File: src/rtl/csa4_pkg.sv
package csa4_pkg;
  // Width of a sum of four unsigned values of n bits each
  function automatic int sum_width(input int n);
    return n + 2;
  endfunction
endpackage

File: src/rtl/fa_cell.sv
module fa_cell (
  input  logic x,
  input  logic y,
  input  logic z,
  output logic s,
  output logic co
);
  always_comb begin
    s  = x ^ y ^ z;
    co = (x & y) | (x & z) | (y & z);
  end
endmodule

File: src/rtl/csa_row.sv
module csa_row #(
  parameter int W = 4
) (
  input  logic [W-1:0] in0,
  input  logic [W-1:0] in1,
  input  logic [W-1:0] in2,
  output logic [W-1:0] sum_v,
  output logic [W-1:0] cry_v
);
  // One independent full adder per bit; no carry crosses bit positions
  for (genvar i = 0; i < W; i++) begin : g_bit
    fa_cell u_fa (
      .x (in0[i]),
      .y (in1[i]),
      .z (in2[i]),
      .s (sum_v[i]),
      .co(cry_v[i])
    );
  end
endmodule

File: src/rtl/ripple_add.sv
module ripple_add #(
  parameter int W = 6
) (
  input  logic [W-1:0] x,
  input  logic [W-1:0] y,
  input  logic         cin,
  output logic [W-1:0] sum,
  output logic         cout
);
  logic [W:0] chain;

  assign chain[0] = cin;

  for (genvar i = 0; i < W; i++) begin : g_stage
    fa_cell u_fa (
      .x (x[i]),
      .y (y[i]),
      .z (chain[i]),
      .s (sum[i]),
      .co(chain[i+1])
    );
  end

  assign cout = chain[W];
endmodule

File: src/rtl/csa4_adder.sv
module csa4_adder
  import csa4_pkg::*;
#(
  parameter int WIDTH = 4
) (
  input  logic                 clk,
  input  logic                 rst,
  input  logic [WIDTH-1:0]     opa,
  input  logic [WIDTH-1:0]     opb,
  input  logic [WIDTH-1:0]     ope,
  input  logic [WIDTH-1:0]     opf,
  output logic [WIDTH+1:0]     total_q
);
  localparam int RW  = sum_width(WIDTH); // result width
  localparam int MW  = WIDTH + 1;        // second row width

  // ---------------- first carry-save row: opa, opb, ope ----------------
  logic [WIDTH-1:0] r1_sum, r1_cry;

  csa_row #(.W(WIDTH)) u_row1 (
    .in0  (opa),
    .in1  (opb),
    .in2  (ope),
    .sum_v(r1_sum),
    .cry_v(r1_cry)
  );


  row1_weight_chk: assert property (@(posedge clk) disable iff (rst)
    (RW'(r1_sum) + (RW'(r1_cry) << 1)) == (RW'(opa) + RW'(opb) + RW'(ope)));

  // ---------------- second carry-save row: opf folded in ----------------
  logic [MW-1:0] r2_in_s, r2_in_c, r2_in_f;
  logic [MW-1:0] r2_sum, r2_cry;

  assign r2_in_s = {1'b0, r1_sum};
  assign r2_in_c = {r1_cry, 1'b0};   // carry weighs one bit higher
  assign r2_in_f = {1'b0, opf};

  csa_row #(.W(MW)) u_row2 (
    .in0  (r2_in_s),
    .in1  (r2_in_c),
    .in2  (r2_in_f),
    .sum_v(r2_sum),
    .cry_v(r2_cry)
  );


  row2_weight_chk: assert property (@(posedge clk) disable iff (rst)
    (RW'(r2_sum) + (RW'(r2_cry) << 1)) ==
    (RW'(opa) + RW'(opb) + RW'(ope) + RW'(opf)));

  // ---------------- single carry-propagate adder ----------------
  logic [RW-1:0] cpa_x, cpa_y, csa_total;
  logic          cpa_cout;

  assign cpa_x = {1'b0, r2_sum};
  assign cpa_y = {r2_cry, 1'b0};

  ripple_add #(.W(RW)) u_cpa (
    .x   (cpa_x),
    .y   (cpa_y),
    .cin (1'b0),
    .sum (csa_total),
    .cout(cpa_cout)
  );

  // ---------------- reference chain of ripple adders ----------------
  logic [RW-1:0] ref_ab, ref_abe, ref_all;
  logic          ref_c0, ref_c1, ref_c2;

  ripple_add #(.W(RW)) u_ref0 (
    .x(RW'(opa)), .y(RW'(opb)), .cin(1'b0), .sum(ref_ab), .cout(ref_c0));
  ripple_add #(.W(RW)) u_ref1 (
    .x(ref_ab), .y(RW'(ope)), .cin(1'b0), .sum(ref_abe), .cout(ref_c1));
  ripple_add #(.W(RW)) u_ref2 (
    .x(ref_abe), .y(RW'(opf)), .cin(1'b0), .sum(ref_all), .cout(ref_c2));


  no_overflow_chk: assert property (@(posedge clk) disable iff (rst)
    !(cpa_cout | ref_c0 | ref_c1 | ref_c2));


  csa_vs_ripple_chk: assert property (@(posedge clk) disable iff (rst)
    csa_total == ref_all);

  // ---------------- output register ----------------
  always_ff @(posedge clk) begin
    if (rst) total_q <= '0;
    else     total_q <= csa_total;
  end


  out_latency_chk: assert property (@(posedge clk) disable iff (rst)
    !$past(rst) |-> total_q == $past(RW'(opa) + RW'(opb) + RW'(ope) + RW'(opf)));


  reset_clear_chk: assert property (@(posedge clk)
    rst |=> total_q == '0);

endmodule

File: config.mk
export PLATFORM = sky130hd
export DESIGN_NAME = csa4_adder
export DESIGN_NICKNAME = d
export VERILOG_FILES = /design/src/rtl/csa4_pkg.sv /design/src/rtl/fa_cell.sv /design/src/rtl/csa_row.sv /design/src/rtl/ripple_add.sv /design/src/rtl/csa4_adder.sv
export SDC_FILE = /design/constraint.sdc
export NUM_CORES = 1
export LEC_CHECK = 0
export ABC_AREA = 1
export CELL_PAD_IN_SITES_DETAIL_PLACEMENT = 1
export CELL_PAD_IN_SITES_GLOBAL_PLACEMENT = 1
export CORE_MARGIN = 2
export CORE_UTILIZATION = 26
export CTS_CLUSTER_DIAMETER = 100
export CTS_CLUSTER_SIZE = 40
export DETAILED_ROUTE_END_ITERATION = 8
export PLACE_DENSITY_LB_ADDON = 0.08
export SYNTH_ARGS = -nofsm -noshare
export SYNTH_HDL_FRONTEND = slang
export SYNTH_HIERARCHICAL = 1
export SYNTH_SLANG_ARGS = --single-unit
File: constraint.sdc
create_clock -name clk -period 3.75 [get_ports clk]
set_input_delay 0.75 -clock clk [delete_from_list [all_inputs] [get_ports clk]]
set_output_delay 0.75 -clock clk [all_outputs]
set_load 0.05 [all_outputs]
==> results of run 1 <==
[report_power, final]
group | switching, mW | total [mW] | internal, mW
Sequential | 0.00497 | 0.0912 | 0.0862
Combinational | 0.142 | 0.239 | 0.0972
Clock | 0.0219 | 0.0580 | 0.0361
Total | 0.169 | 0.389 | 0.220
[logic make-up after synthesis]
group,share of synthesized area [%]
other,0.799
adder cells (fa/ha/maj),64.0
flip-flops,25.6
buffers and inverters,4.80
AND/OR/NAND/NOR,4.80
[how the worst max path moves through the flow]
stage                             to  slack (ns)   start  cells after the start
after global placement    total_q[5]       -0.52  opa[1]                     10
final                     total_q[5]        0.06  opa[1]                     10
after detailed placement  total_q[5]       -0.52  opa[1]                     10
after CTS                 total_q[5]       0.005  ope[0]                     10
after global routing      total_q[5]       -0.03  opa[1]                     10
after floorplan           total_q[5]      -0.006  opa[1]                      9
[cells in the final DEF (no fill, tap or decap), drive strengths merged]
cell	n
clkdlybuf4s50	17
fa	15
inv	6
nor2	6
dfxtp	6
conb	6
buf	5
clkbuf	3
clkdlybuf4s15	1
[final cells by class]
type | count | area (sq um) | area share (%)
clock buffer | 3 | 22.5 | 2.93
inverter | 6 | 22.5 | 2.93
multi-input combinational | 27 | 360 | 46.8
sequential | 6 | 120 | 15.6
tap | 25 | 31.3 | 4.07
timing repair buffer | 23 | 213 | 27.6
[critical path, cell delays in order]
cell    delay, ns
buf_6        0.09
fa_1         0.49
fa_1         0.52
fa_2         0.40
fa_2         0.34
fa_2         0.35
fa_2         0.34
fa_1         0.43
inv_1        0.06
nor2_1       0.03
[stage by stage]
stage	instances	setup WS, ns	power [mW]
finish	90	0.0608	0.389
global route	90	-0.0294	0.425
CTS	90	0.00456	0.398
detailed placement	87	-0.522	0.339
global placement	87	-0.517	0.337
floorplan	39	-0.00578	0.257
[routing by layer]
layer / share of wire (%) / wire length, um / up-vias
met5: 0 / 0 / -
li1: - / - / 151
met4: 1.4 / 10 / 0
met2: 56 / 396 / 16
met3: 7.7 / 55 / 2
met1: 35 / 248 / 166
[repair_timing]
action | 4_1_cts | 5_1_grt
pin swaps | 9 | 7
gates cloned | 0 | 0
endpoints found under the setup margin | 1 | 1
resized for setup | 24 | 1
==> flow_summary_export.csv, run 1 <==
group,metric,value,unit
run_status,status,"complete, no violations",
grt,top_usage_layer,"met2",
synthesis,synth_edf_count,0,
timing,maxSlewHeadroom,66.7,%
synthesis,ys.flop_type,"dfxtp_1",
grt,use_met1,8.09,%
power_and_ir_drop,p_leak,0.323,nW
floorplan,dieWidth,46.5,um
setup_path,cp.required,3.88,ns
floorplan,rows,15,
finish,reg_top3,"total_q (6)",
clock_tree,ctsHoldBuffers,0,
timing,fin_setup_tns,0,ns
drt,drtAntennaViolNets,0,
grt,use_met2,16.1,%
grt,met3_usage,2.35,%
timing,rsz0062_at_grt,"yes",
timing,setup_violations,0,
synthesis,synthDistinctLibCells,5,
timing,period_needed,3.69,ns
floorplan,ios,24,
grt,grt-ovfl-total,0,
drt,vias,335,
setup_path,crit_type,"primary input to flip-flop",
placed_design,place_area,759,sq um
finish,fin_util,45.1,%
clock_tree,htreeDepth,1,
timing,tightest_slew,0.498,ns
synthesis,yosys.area.top_type,"fa_1",
drt,drc_errors,0,
timing,final_max_slew_viol_count,0,
setup_path,start_kind,"primary input",
synthesis,ys_top_cells_by_area,"fa_1 64%, dfxtp_1 26%, inv_1 4.8%",
worst_hold_path,holdPathStages,2,
drt,detailedRoute.firstIterationViolations,1,
job,cap_violations,0,
finish,final_area,769,sq um
power_and_ir_drop,p_per_area,505,nW/um^2
synthesis,syn_inst,34,
setup_path,end_kind,"flip-flop",
finish,syn_to_final_growth,64.0,%
floorplan,die_h,46.5,um
synthesis,yosysMostFrequentCell,"fa_1",
clock_tree,cts_buffers,3,
placed_design,port_buffers,23,
worst_hold_path,min_to,"total_q[2]",
power_and_ir_drop,ir_drop,0.000166,V
synthesis,synth_area,469,sq um
finish,diodes,0,
finish,final_nets,100,
clock_tree,clk_pin_slew,0.04,ns
drt,drt-wirelength-per-cell,7.90,um
placed_design,place.gp.congestion,0.611,
synthesis,synthArstFlopShare,0,%
drt,wirelength,711,um
grt,antenna_found_initial,0,
clock_tree,cts_setup_buffers,0,
floorplan,fp.dieArea,2160,sq um
synthesis,yosys-top-cells-count,"15 x fa_1, 6 x dfxtp_1, 6 x inv_1, 6 x nor2_1, 1 x conb_1",
finish,largest_register_ffs,6,
finish,layout-drive-gt1-share,23.1,%
clock_tree,tritoncts,"built",
setup_path,cp_max_fo,1,
finish,n_fill_cell,187,
timing,fin_hold_ws,1.20,ns
clock_tree,cts_root_buf,"clkbuf_4",
finish,top_register,"total_q",
synthesis,synth_seq_area_share,25.6,%
drt,vias_per_cell,3.72,
floorplan,coreArea,1710,sq um
clock_tree,clock_sinks,6,
grt,grt_pass1_vias,348,
floorplan,initial_core_util,27.5,%
clock_tree,cts.path.max_buffers,2,
synthesis,syn_avg_cell_area,13.8,sq um
placed_design,hpwlAfterDp,702,um
grt,grt_use_total,8.84,%
synthesis,synth.top_cell.area_share,64.0,%
grt,grt_start_max_net_pins,7,
worst_hold_path,hold_start,"rst",
grt,grt_first_pass_wirelength,1260,um
setup_path,arrival,3.82,ns
timing,hold_violations,0,
synthesis,synth_seq_cells,6,
synthesis,yosys_warnings,6,
timing,fin_crit_sh,98.4,%
worst_hold_path,hold_path.class,"primary input to flip-flop",
drt,drtPass1Iterations,2,
timing,fmax,0.271,GHz
(Power assumes the default switching activity.)
==> inputs of run 2 (changes only) <==
--- a/config.mk
+++ b/config.mk
@@ -13,7 +13,7 @@
 export CTS_CLUSTER_DIAMETER = 100
 export CTS_CLUSTER_SIZE = 40
 export DETAILED_ROUTE_END_ITERATION = 8
-export PLACE_DENSITY_LB_ADDON = 0.08
+export PLACE_DENSITY_LB_ADDON = 0.1
 export SYNTH_ARGS = -nofsm -noshare
 export SYNTH_HDL_FRONTEND = slang
 export SYNTH_HIERARCHICAL = 1
==> flow_summary_export.csv, run 2 (same netlist as run 1, synthesis figures left out) <==
group,metric,value,unit
drt,drtPass1Iterations,3,
drt,detailedRoute.firstIterationViolations,1,
clock_tree,cts_root_buf,"clkbuf_4",
drt,wirelength,716,um
grt,grt-ovfl-total,0,
clock_tree,clock_sinks,6,
timing,final_max_slew_viol_count,0,
setup_path,cp_num_buf_inv,2,
finish,multi_input_comb_area,360,sq um
floorplan,fp.dieArea,2160,sq um
timing,fmax,0.272,GHz
run_status,status,"complete, no violations",
drt,dr_wl_met3,50,um
setup_path,crit_type,"primary input to flip-flop",
grt,antenna_found_initial,0,
finish,diodes,0,
drt,drc_errors,0,
drt,vias_per_cell,3.66,
placed_design,hpwlAfterDp,711,um
finish,final_common_cell,"clkdlybuf4s50_1",
setup_path,cp_max_fo,1,
clock_tree,cts_buffers,3,
finish,layout-drive-gt1-share,23.1,%
setup_path,start_kind,"primary input",
worst_hold_path,hold_path.class,"primary input to flip-flop",
grt,grt_use_total,8.35,%
floorplan,coreArea,1710,sq um
clock_tree,ctsHoldBuffers,0,
finish,fin_util,44.8,%
drt,drt-wirelength-per-cell,7.96,um
placed_design,port_buffers,23,
finish,top_register,"total_q",
floorplan,die_h,46.5,um
setup_path,end_kind,"flip-flop",
timing,fin_setup_tns,0,ns
timing,period_needed,3.67,ns
setup_path,slowest_delay,0.50,ns
finish,final_nets,100,
job,cap_violations,0,
floorplan,initial_core_util,27.5,%
timing,rsz0062_at_grt,"no",
setup_path,cpMaxStageDelayCell,"fa_1",
setup_path,arrival,3.80,ns
clock_tree,cts.path.max_buffers,2,
drt,dr_wl_met2,402,um
power_and_ir_drop,p_per_area,505,nW/um^2
clock_tree,htreeDepth,1,
grt,grt_first_pass_wirelength,1190,um
setup_path,cp.required,3.87,ns
clock_tree,cts_setup_buffers,0,
finish,n_fill_cell,197,
finish,regArea,120,sq um
power_and_ir_drop,ir_drop,0.000182,V
floorplan,dieWidth,46.5,um
clock_tree,clk_pin_slew,0.04,ns
floorplan,rows,15,
clock_tree,tritoncts,"built",
finish,reg_top3,"total_q (6)",
timing,fin_hold_ws,1.19,ns
timing,fin_crit_sh,97.9,%
grt,grt_pass1_vias,352,
power_and_ir_drop,p_leak,0.331,nW
placed_design,place.gp.congestion,0.644,
finish,mostFrequentLayoutCells,"16 x clkdlybuf4s50_1, 9 x fa_1",
timing,setup_violations,0,
setup_path,crit_family,"adder cells",
timing,hold_violations,0,
drt,wl_met1,249,um
drt,top_layer,"met4",
floorplan,ios,24,
finish,largest_register_ffs,6,
drt,drtAntennaViolNets,0,
finish,syn_to_final_growth,63.2,%
setup_path,path_cells,"clkdlybuf4s50_1, fa_1, fa_1, fa_2, fa_2, fa_2, fa_1, inv_1, nor2_1",
grt,grt_start_max_net_pins,7,
drt,vias,329,
run 2: path summary, 6_finish.rpt:
path,startpoint,to,slack [ns],cells after the start
max,ope[2],total_q[5],0.08,9
min,rst,total_q[4],1.19,2
run 2: per-stage QoR:
stage                     power, mW  instance area [sq um]  setup slack (ns)  instances
after floorplan               0.257                    498          -0.00578         39
after global placement        0.335                    759            -0.514         87
after detailed placement      0.339                    759            -0.545         87
after CTS                     0.396                    763           0.00504         90
after global routing          0.424                    766           0.00851         90
final                         0.387                    766            0.0788         90
run 2: repair_timing:
action                                  in CTS  in global routing
endpoints found under the setup margin       1                  1
gates resized for setup                     27                  1
pin swaps                                    9                  5
run 2: final cells by class:
type | count | area share (%)
inverters | 6 | 2.94
flip-flops and latches | 6 | 15.7
multi-input cells | 27 | 47.1
well taps | 25 | 4.08
clock buffers | 3 | 2.94
repair buffers | 23 | 27.3
run 2: per-layer routing:
layer  GRT usage [%]  vias up
met5               0        -
met4            6.86        0
met3            2.35        2
met2            15.3       17
met1            7.35      160
li1                -      150
run 2: where the power goes:
part | internal (mW) | total (mW) | leakage (nW) | switching, mW
Sequential | 0.0863 | 0.0914 | 0.0500 | 0.00516
Clock | 0.0360 | 0.0566 | 0.0138 | 0.0206
Combinational | 0.0970 | 0.239 | 0.268 | 0.142
Total | 0.219 | 0.387 | 0.331 | 0.167
